## config.mk

```make
export PLATFORM = sky130hd
export DESIGN_NAME = wfe_engine
export DESIGN_NICKNAME = d
export VERILOG_FILES = /design/src/rtl/wfe_pkg.sv /design/src/rtl/wfe_desc_table.sv /design/src/rtl/wfe_rdy_sync.sv /design/src/rtl/wfe_seq.sv /design/src/rtl/wfe_engine.sv
export SDC_FILE = /design/constraint.sdc
export NUM_CORES = 1
export LEC_CHECK = 0
export CORE_MARGIN = 2
export CORE_UTILIZATION = 24
export CTS_CLUSTER_SIZE = 12
export DETAILED_ROUTE_END_ITERATION = 12
export DONT_BUFFER_PORTS = 1
export GPL_TIMING_DRIVEN = 0
export PLACE_DENSITY = 0.36
export SKIP_CTS_REPAIR_TIMING = 1
export SLEW_MARGIN = 10
export SYNTH_ARGS = -nofsm -noshare
export SYNTH_HDL_FRONTEND = slang
export SYNTH_SLANG_ARGS = --single-unit
```

## constraint.sdc

```tcl
create_clock -name clk -period 11.35 [get_ports clk]
set_clock_uncertainty 0.1 [all_clocks]
set_input_delay 1.7025 -clock clk [delete_from_list [all_inputs] [get_ports clk]]
set_output_delay 1.7025 -clock clk [all_outputs]
set_load 0.1 [all_outputs]
```

## src/rtl/wfe_pkg.sv

```systemverilog
// Shared constants, entry layouts and data-action codes for the waveform engine.
// Assumes the 24-bit entry layout stated in the brief; field positions are behaviour.
package wfe_pkg;
    localparam int ADDR_W  = 9;
    localparam int CTL_W   = 6;
    localparam int RDY_W   = 6;
    localparam int ST_W    = 3;
    localparam int DESC_N  = 4;
    localparam int DESC_W  = $clog2(DESC_N);
    localparam int WORK_N  = (1 << ST_W) - 1;
    localparam int DWELL_W = 8;
    localparam int IDX_W   = 3;
    localparam int ENTRY_W = 24;
    localparam logic [ST_W-1:0] ST_IDLE = ST_W'(WORK_N);

    typedef enum logic [1:0] {
        OP_NONE   = 2'b00,
        OP_DRIVE  = 2'b01,
        OP_SAMPLE = 2'b10,
        OP_SPARE  = 2'b11
    } data_op_e;

    typedef struct packed {
        logic               is_dec;
        logic [2:0]         spare;
        logic [ST_W-1:0]    next;
        logic [DWELL_W-1:0] dwell;
        data_op_e           op;
        logic               inc;
        logic [CTL_W-1:0]   ctl;
    } act_t;

    typedef struct packed {
        logic               is_dec;
        logic [13:0]        spare;
        logic [ST_W-1:0]    tgt_f;
        logic [ST_W-1:0]    tgt_t;
        logic [IDX_W-1:0]   idx;
    } dec_t;

    // Cleared entry: one-clock action that ends the transaction.
    localparam logic [ENTRY_W-1:0] ENTRY_RST =
        {1'b0, 3'b000, ST_IDLE, {DWELL_W{1'b0}}, 2'b00, 1'b0, {CTL_W{1'b0}}};
endpackage

```

## src/rtl/wfe_desc_table.sv

```systemverilog
// Descriptor table: DESC_N descriptors of WORK_N entries each.
// Writes are dropped while locked; reads are combinational; entry 7 reads as idle.
module wfe_desc_table
    import wfe_pkg::*;
(
    input  logic               clk,
    input  logic               rst_n,
    input  logic               lock,
    input  logic               wr_en,
    input  logic [DESC_W-1:0]  wr_desc,
    input  logic [ST_W-1:0]    wr_state,
    input  logic [ENTRY_W-1:0] wr_data,
    input  logic [DESC_W-1:0]  rd_desc,
    input  logic [ST_W-1:0]    rd_state,
    output logic [ENTRY_W-1:0] rd_entry
);
    logic [ENTRY_W-1:0] mem [DESC_N][WORK_N];

    // Store or clear table entries.
    always_ff @(posedge clk) begin
        if (!rst_n) begin
            for (int d = 0; d < DESC_N; d++)
                for (int s = 0; s < WORK_N; s++)
                    mem[d][s] <= ENTRY_RST;
        end else if (wr_en && !lock && wr_state != ST_IDLE) begin
            mem[wr_desc][wr_state] <= wr_data;
        end
    end

    // Read the entry for the active descriptor and state.
    always_comb begin
        if (rd_state == ST_IDLE) rd_entry = ENTRY_RST;
        else                     rd_entry = mem[rd_desc][rd_state];
    end
endmodule

```

## src/rtl/wfe_rdy_sync.sv

```systemverilog
// Two-flop synchronizer, one chain per ready input.
// Assumes ready inputs are level signals slower than the engine clock.
module wfe_rdy_sync #(
    parameter int WIDTH = 6
) (
    input  logic             clk,
    input  logic             rst_n,
    input  logic [WIDTH-1:0] din,
    output logic [WIDTH-1:0] dout
);
    for (genvar i = 0; i < WIDTH; i++) begin : g_chain
        logic meta, sync;
        // Two-stage capture of one ready bit.
        always_ff @(posedge clk) begin
            if (!rst_n) begin
                meta <= 1'b0;
                sync <= 1'b0;
            end else begin
                meta <= din[i];
                sync <= meta;
            end
        end
        assign dout[i] = sync;
    end
endmodule

```

## src/rtl/wfe_seq.sv

```systemverilog
// Sequencer: walks descriptor entries, times dwell, steps address, branches on ready.
// Assumes the entry presented matches the current state and selected descriptor.
module wfe_seq
    import wfe_pkg::*;
#(
    parameter logic [CTL_W-1:0] CTL_IDLE = '0
) (
    input  logic               clk,
    input  logic               rst_n,
    input  logic               go,
    input  logic [DESC_W-1:0]  go_desc,
    input  logic [ADDR_W-1:0]  go_addr,
    input  logic [ENTRY_W-1:0] entry,
    input  logic [RDY_W-1:0]   rdy_s,
    output logic [ST_W-1:0]    st,
    output logic [DESC_W-1:0]  desc_q,
    output logic [ADDR_W-1:0]  addr_q,
    output logic [CTL_W-1:0]   ctl,
    output logic               done,
    output logic               busy,
    output logic               bus_oe,
    output logic               fifo_rd,
    output logic               fifo_wr
);
    localparam int IDX_N = 1 << IDX_W;

    act_t               act;
    dec_t               dec;
    logic               idle, is_dec, last, hit, leave;
    logic [DWELL_W-1:0] dwell_eff, cnt;
    logic [ST_W-1:0]    nxt;
    logic [CTL_W-1:0]   hold;
    logic [IDX_N-1:0]   rdy_pad;

    assign act     = act_t'(entry);
    assign dec     = dec_t'(entry);
    assign idle    = (st == ST_IDLE);
    assign is_dec  = dec.is_dec;
    assign rdy_pad = {{(IDX_N-RDY_W){1'b0}}, rdy_s};
    assign hit     = rdy_pad[dec.idx];

    // Effective dwell and last-clock detection for action entries.
    always_comb begin
        dwell_eff = (act.dwell == '0) ? DWELL_W'(1) : act.dwell;
        last      = (cnt == dwell_eff - DWELL_W'(1));
        leave     = is_dec || last;
    end

    // Next-state choice.
    always_comb begin
        if (idle)        nxt = go ? '0 : ST_IDLE;
        else if (is_dec) nxt = hit ? dec.tgt_t : dec.tgt_f;
        else if (last)   nxt = act.next;
        else             nxt = st;
    end

    // State, dwell counter, address, descriptor latch, held control and done.
    always_ff @(posedge clk) begin
        if (!rst_n) begin
            st     <= ST_IDLE;
            cnt    <= '0;
            addr_q <= '0;
            desc_q <= '0;
            hold   <= CTL_IDLE;
            done   <= 1'b0;
        end else begin
            st   <= nxt;
            done <= !idle && (nxt == ST_IDLE);
            cnt  <= (idle || leave) ? '0 : cnt + DWELL_W'(1);
            if (idle && go) begin
                addr_q <= go_addr;
                desc_q <= go_desc;
                hold   <= CTL_IDLE;
            end else if (!idle && !is_dec) begin
                hold <= act.ctl;
                if (act.inc && last) addr_q <= addr_q + ADDR_W'(1);
            end
        end
    end

    // Output decode from the active entry.
    always_comb begin
        busy    = !idle;
        ctl     = idle ? CTL_IDLE : (is_dec ? hold : act.ctl);
        bus_oe  = !idle && !is_dec && (act.op == OP_DRIVE);
        fifo_rd = bus_oe && last;
        fifo_wr = !idle && !is_dec && (act.op == OP_SAMPLE) && last;
    end
endmodule

```

## src/rtl/wfe_engine.sv

```systemverilog
// Top of the descriptor-driven waveform engine: table, ready synchronizer, sequencer.
// Assumes a single synchronous clock domain; the clock is forwarded to clk_out.
module wfe_engine
    import wfe_pkg::*;
#(
    parameter int               DATA_W   = 16,
    parameter logic [CTL_W-1:0] CTL_IDLE = '0
) (
    input  logic               clk,
    input  logic               rst_n,
    output logic               clk_out,
    input  logic               cfg_we,
    input  logic [DESC_W-1:0]  cfg_desc,
    input  logic [ST_W-1:0]    cfg_state,
    input  logic [ENTRY_W-1:0] cfg_data,
    input  logic               go,
    input  logic [DESC_W-1:0]  go_desc,
    input  logic [ADDR_W-1:0]  go_addr,
    input  logic [RDY_W-1:0]   rdy_in,
    output logic [CTL_W-1:0]   ctl_o,
    output logic [ADDR_W-1:0]  addr_o,
    output logic [ST_W-1:0]    state_o,
    output logic               done,
    output logic               busy,
    input  logic [DATA_W-1:0]  bus_din,
    output logic [DATA_W-1:0]  bus_dout,
    output logic               bus_oe,
    input  logic [DATA_W-1:0]  fifo_din,
    output logic               fifo_rd,
    output logic [DATA_W-1:0]  fifo_dout,
    output logic               fifo_wr
);
    logic [ENTRY_W-1:0] entry;
    logic [RDY_W-1:0]   rdy_s;
    logic [DESC_W-1:0]  desc_q;

    assign clk_out   = clk;
    assign bus_dout  = fifo_din;
    assign fifo_dout = bus_din;

    wfe_desc_table u_table (
        .clk      (clk),
        .rst_n    (rst_n),
        .lock     (busy),
        .wr_en    (cfg_we),
        .wr_desc  (cfg_desc),
        .wr_state (cfg_state),
        .wr_data  (cfg_data),
        .rd_desc  (desc_q),
        .rd_state (state_o),
        .rd_entry (entry)
    );

    wfe_rdy_sync #(.WIDTH(RDY_W)) u_sync (
        .clk   (clk),
        .rst_n (rst_n),
        .din   (rdy_in),
        .dout  (rdy_s)
    );

    wfe_seq #(.CTL_IDLE(CTL_IDLE)) u_seq (
        .clk     (clk),
        .rst_n   (rst_n),
        .go      (go),
        .go_desc (go_desc),
        .go_addr (go_addr),
        .entry   (entry),
        .rdy_s   (rdy_s),
        .st      (state_o),
        .desc_q  (desc_q),
        .addr_q  (addr_o),
        .ctl     (ctl_o),
        .done    (done),
        .busy    (busy),
        .bus_oe  (bus_oe),
        .fifo_rd (fifo_rd),
        .fifo_wr (fifo_wr)
    );
endmodule

```

# --- Yosys cells after proc, flatten, opt, wreduce, memory -nomap -nowiden ---
# Memories as Yosys holds them, arrays and structs flattened. A register that Yosys moved wholly into a read port is not among the register bits.
# Cells that the tools add are included.
word_totals:
  reg_bits: 41
  mem_bits_rw: 672
  in_bits: 82
  out_inout_bits: 56
  wordCells: 85
  memories: 1
op_classes:
  addsub: 3
  order_cmp: 4
  n_eq_ne: 6
  n_mux: 28
  bitwise_logic: 3
  reduce_logical: 22
mem_list:
  columns: ["name", "words", "word_bits", "rd", "rd_clocked_by_memory_dff", "write_ports", "line_no", "rtl"]
  rows:
  - ["u_table.mem", 4, 168, 1, 1, 4, "wfe_desc_table.sv:17", "logic [ENTRY_W-1:0] mem [DESC_N][WORK_N];"]
op_table:
  columns: ["operator", "n"]
  rows:
  - ["168-bit 2-to-1 mux", 3]
  - ["168-bit OR reduction", 1]
  - ["24-bit 2-to-1 mux", 4]
  - ["24-bit binary-select mux with 3-bit select", 1]
  - ["24-bit demux with 3-bit select", 1]
  - ["9-bit 2-to-1 mux", 3]
  - ["3-bit 2-to-1 mux", 5]
  - ["6-bit 2-to-1 mux", 2]
  - ["1-bit logical AND", 11]
  - ["9-bit by 1-bit adder with 9-bit output, second input constant", 1]
  - ["8-bit by 1-bit adder with 8-bit output, second input constant", 1]
  - ["8-bit == test", 1]
  - ["4-bit >= comparator, second input constant", 2]
  - ["8-bit logical NOT", 1]
  - ["8-bit 2-to-1 mux", 1]
  - ["3-bit NOT with 4-bit output", 2]
  - ["8-bit by 1-bit subtractor with 8-bit output, second input constant", 1]
  - ["3-bit == test, second input constant", 2]
  - ["2-bit 2-to-1 mux", 3]
  - ["3-bit by 4-bit < comparator with 1-bit output, second input constant", 1]
  - ["4-bit by 1-bit < comparator with 1-bit output, second input constant", 1]
  - ["1-bit 2-to-1 mux", 4]
  - ["2-bit nonzero test", 2]
  - ["2-bit OR reduction", 2]
  - ["8 further kinds", 10]

# --- Depth between registers and ports, before layout ---
depth:
  depth_word: 14
  depth_mapped: 23
  mapped_depth_nobuf: 17

# --- Hierarchy ---
# Synthesis repeated with hierarchy kept, for this count alone.
unflattened:
  cells_unflattened: 2278
  area_unflattened_um2: 33236.9
modules_own_cells:
  columns: ["module", "instances", "cells_per_inst", "area_per_inst_um2", "seq_area_each_um2"]
  rows:
  - ["wfe_desc_table", 1, 1986, 30750.7, 20179.4]
  - ["wfe_seq", 1, 228, 1856.8, 580.6]
  - ["wfe_rdy_sync", 1, 31, 381.6, 240.2]
  - ["wfe_engine", 1, 33, 247.7, 0.0]

==> results.tsv <==
metric	value	unit
run_status	finished clean	
power.sequential.fraction	39.9	%
internal-power	4620	uW
netSwitchingFraction	34.6	%
syn-mean-instance-area	14.7	um2
cp_data_required_time	9550	ps
floorplan.initialDensity	24.2	%
crit_path_end_kind	output port	
gp_routability_congestion	0.778	
grt_use_met1	25.5	%
viasPerCell	4.79	
share_of_the_cycle_needed_by_the_critical_path_after_routing	82.1	%
syn_std_cell_area	29400	um2
dp.final_hpwl	81.8	mm
place.port_buffers	0	
ys_async_sr_fraction	0	%
comb_power_share	24.9	%
dr_total_vias	18200	
seq_area_frac_synth	62.9	%
switchingPower	2440	uW
worst_skew_pair.late_latency	760	ps
tightestPinTransition	1400	ps
grt_remaining_overflow	0	
wl	117	mm
placementRows	128	
number_of_enable_type_register_cells_in_the_synthesized_netlist	588	
grt.busiest_layer	met2	
maxCapViolCount	0	
count_of_routing_violations_after_the_opening_detailed_route_iteration	1860	
relSlewSlack	6.16	%
area_delta_synth_final	19.6	%
setup_slack	2030	ps
yosysWarnings	0	
drive_above_1_share	20.3	%
cts_tree	built	
critical_path.startpoint_type	flop	
clock.fmax	0.107	GHz
leak_pwr	0.0117	uW
synth_top_cell_by_area	sky130_fd_sc_hd__edfxtp_1	
antenna_violation_net_count_after_detailed_routing	0	
floorplan.core_area	122000	um2
rsz0062_at_grt	no	
global_route.usage.met3	2.75	%
power_density	201	nW/um2
layout.nets	2208	
postSynthCellCount	2004	
period_minus_slack	9320	ps
synth_top_area_share	60.0	%
critical_path_peak_fanout	10	
ys_top_cells_by_area	sky130_fd_sc_hd__edfxtp_1 60%, sky130_fd_sc_hd__and2_1 11%, sky130_fd_sc_hd__mux4_2 11%	
fillCellCount	12300	
synth.distinct_cells	79	
tns	0	ps
pwr-share-clk	35.1	%
io_pins	138	
wl_per_cell	30.6	um
critical_path_arrival	7520	ps
fin_util	28.9	%
postSynthRegisterBits	631	
maxSlewViolCount	0	
finalHoldViolations	0	
worstHoldPathType	reg -> reg	
antenna_violations_before_repair	11	
ys.flop_type	sky130_fd_sc_hd__edfxtp_1	
mappedNetlistNets	2089	
synthMostInstantiatedCell	sky130_fd_sc_hd__edfxtp_1	
final-setup-viol-count	0	
grt_pass1_wl	159	mm
design.die.area	125000	um2
met2_usage	30.2	%
floorplan.die.height	354	um
maximum_number_of_pins_on_one_net_before_global_route_repair	16	
place_ws	2810	ps
detailedRoute.firstPassIterationCount	7	
die_width	354	um
synth_common_cells	588 x sky130_fd_sc_hd__edfxtp_1, 518 x sky130_fd_sc_hd__and2_1, 140 x sky130_fd_sc_hd__mux4_2	
irDropWorstVdd	0.154	mV
first_global_vias	18800	
path_clk_slew	60	ps
track_usage	18.5	%
route.detailed.drc	0	
worstSetupPathType	reg -> out	
metrics by stage:
| stage | area, um2 | total power [uW] | hold WS [ps] | instances |
|---|---|---|---|---|
| 2_1_floorplan | 29400 | 3990 | 312 | 2004 |
| 3_3_place_gp | 31500 | 4630 | 318 | 3629 |
| 3_5_place_dp | 32700 | 4670 | 322 | 3667 |
| 4_1_cts | 35200 | 7120 | 334 | 3801 |
| 5_1_grt | 35200 | 7290 | 342 | 3801 |
| 6_report | 35200 | 7060 | 332 | 3807 |
kinds of logic (layout without fill, tap and decap cells):
logic type / after synthesis / count (layout) / synth area share, %
AND/OR/NAND/NOR: 790 / 790 / 16.1
flip-flops: 631 / 631 / 62.9
multiplexers: 215 / 215 / 13.6
buffers and inverters: 203 / 375 / 3.51
AO/OA/AOI/OAI: 145 / 145 / 3.27
XOR/XNOR: 17 / 17 / 0.506
adder cells (fa/ha/maj): 3 / 3 / 0.128
other: 0 / 6 / 0
critical path, stage by stage, from the launching register on:
cell and delay, ps:
sky130_fd_sc_hd__dfxtp_1 1130, sky130_fd_sc_hd__clkbuf_1 510, sky130_fd_sc_hd__buf_2 460, sky130_fd_sc_hd__buf_2 580, sky130_fd_sc_hd__buf_1 690, sky130_fd_sc_hd__clkbuf_1 910
sky130_fd_sc_hd__buf_1 700, sky130_fd_sc_hd__mux4_2 440, sky130_fd_sc_hd__mux2i_1 640, sky130_fd_sc_hd__nor2_1 130, sky130_fd_sc_hd__a21o_1 520
registers in the layout (all words and copies together) (netlist names), named ones only:
signal and count:
u_table.mem 588, u_seq.cnt 8, u_sync.g_chain.sync 6, u_seq.desc_q 2
u_sync.g_chain.meta 6, u_seq.st 3, u_seq.done 1, u_seq.addr_q 9
u_seq.hold 6
layer usage:
metal	up-vias	share of wire (%)	wire length [um]
met5	-	0	0
met2	625	47	55300
li1	7655	-	-
met3	123	5.5	6460
met1	9821	45	52500
met4	0	2.0	2290
worst paths after layout:
kind	cells after the start	slack, ps	to	start
worst max-delay path	10	2030	ctl_o[3]	u_seq.st[0]
worst min-delay path	1	330	u_sync.g_chain[3].sync	u_sync.g_chain[3].meta
worst max register to register	11	3980	u_table.mem[3][104]	u_seq.st[0]
worst min register to register	1	330	u_sync.g_chain[3].sync	u_sync.g_chain[3].meta
cell type report:
class                           count  area (um2)  area share, %
Tap cell                         1625        2030           5.78
Multi-Input combinational cell   1170       10200           29.0
Timing Repair Buffer               38         948           2.70
Inverter                            7        26.3         0.0747
Clock buffer                      100        2080           5.90
Sequential cell                   631       18500           52.6
Clock inverter                     34         342          0.971
Antenna cell                        6        15.0         0.0427
Buffer                            196        1010           2.87
cells in the final DEF, fill, tap and decap left out, types with 6 or more instances in the layout:
| cell | count |
|---|---|
| sky130_fd_sc_hd__clkbuf_1 | 139 |
| sky130_fd_sc_hd__nand3_1 | 17 |
| sky130_fd_sc_hd__xnor2_1 | 9 |
| sky130_fd_sc_hd__buf_12 | 10 |
| sky130_fd_sc_hd__o21ai_0 | 28 |
| sky130_fd_sc_hd__inv_1 | 6 |
| sky130_fd_sc_hd__xor2_1 | 8 |
| sky130_fd_sc_hd__mux2i_1 | 40 |
| sky130_fd_sc_hd__a221oi_1 | 8 |
| sky130_fd_sc_hd__nand2b_1 | 9 |
| sky130_fd_sc_hd__mux2_2 | 31 |
| sky130_fd_sc_hd__clkinv_2 | 11 |
| sky130_fd_sc_hd__buf_16 | 27 |
| sky130_fd_sc_hd__mux4_2 | 140 |
| sky130_fd_sc_hd__edfxtp_1 | 588 |
| sky130_fd_sc_hd__and2_1 | 518 |
| sky130_fd_sc_hd__clkinv_1 | 10 |
| sky130_fd_sc_hd__bufinv_16 | 6 |
| sky130_fd_sc_hd__buf_4 | 45 |
| sky130_fd_sc_hd__or3_1 | 85 |
| sky130_fd_sc_hd__nand2_1 | 52 |
| sky130_fd_sc_hd__o21ai_4 | 28 |
| sky130_fd_sc_hd__clkbuf_16 | 79 |
| sky130_fd_sc_hd__nor2_1 | 57 |
| sky130_fd_sc_hd__o211ai_1 | 8 |
| sky130_fd_sc_hd__nor2b_1 | 6 |
| sky130_fd_sc_hd__a21oi_1 | 18 |
| sky130_fd_sc_hd__dfxtp_1 | 42 |
| sky130_fd_sc_hd__buf_2 | 18 |
| sky130_fd_sc_hd__diode_2 | 6 |
power by group through the flow:
stage | sequential [uW] | clock, uW | combinational, uW
floorplan | 2840 | 33.3 | 1110
global placement | 2890 | 33.3 | 1710
detailed placement | 2870 | 33.3 | 1770
CTS | 2820 | 2520 | 1770
global route | 2830 | 2610 | 1850
finish | 2820 | 2480 | 1760
No activity file was read; power rests on OpenSTA's default activity.
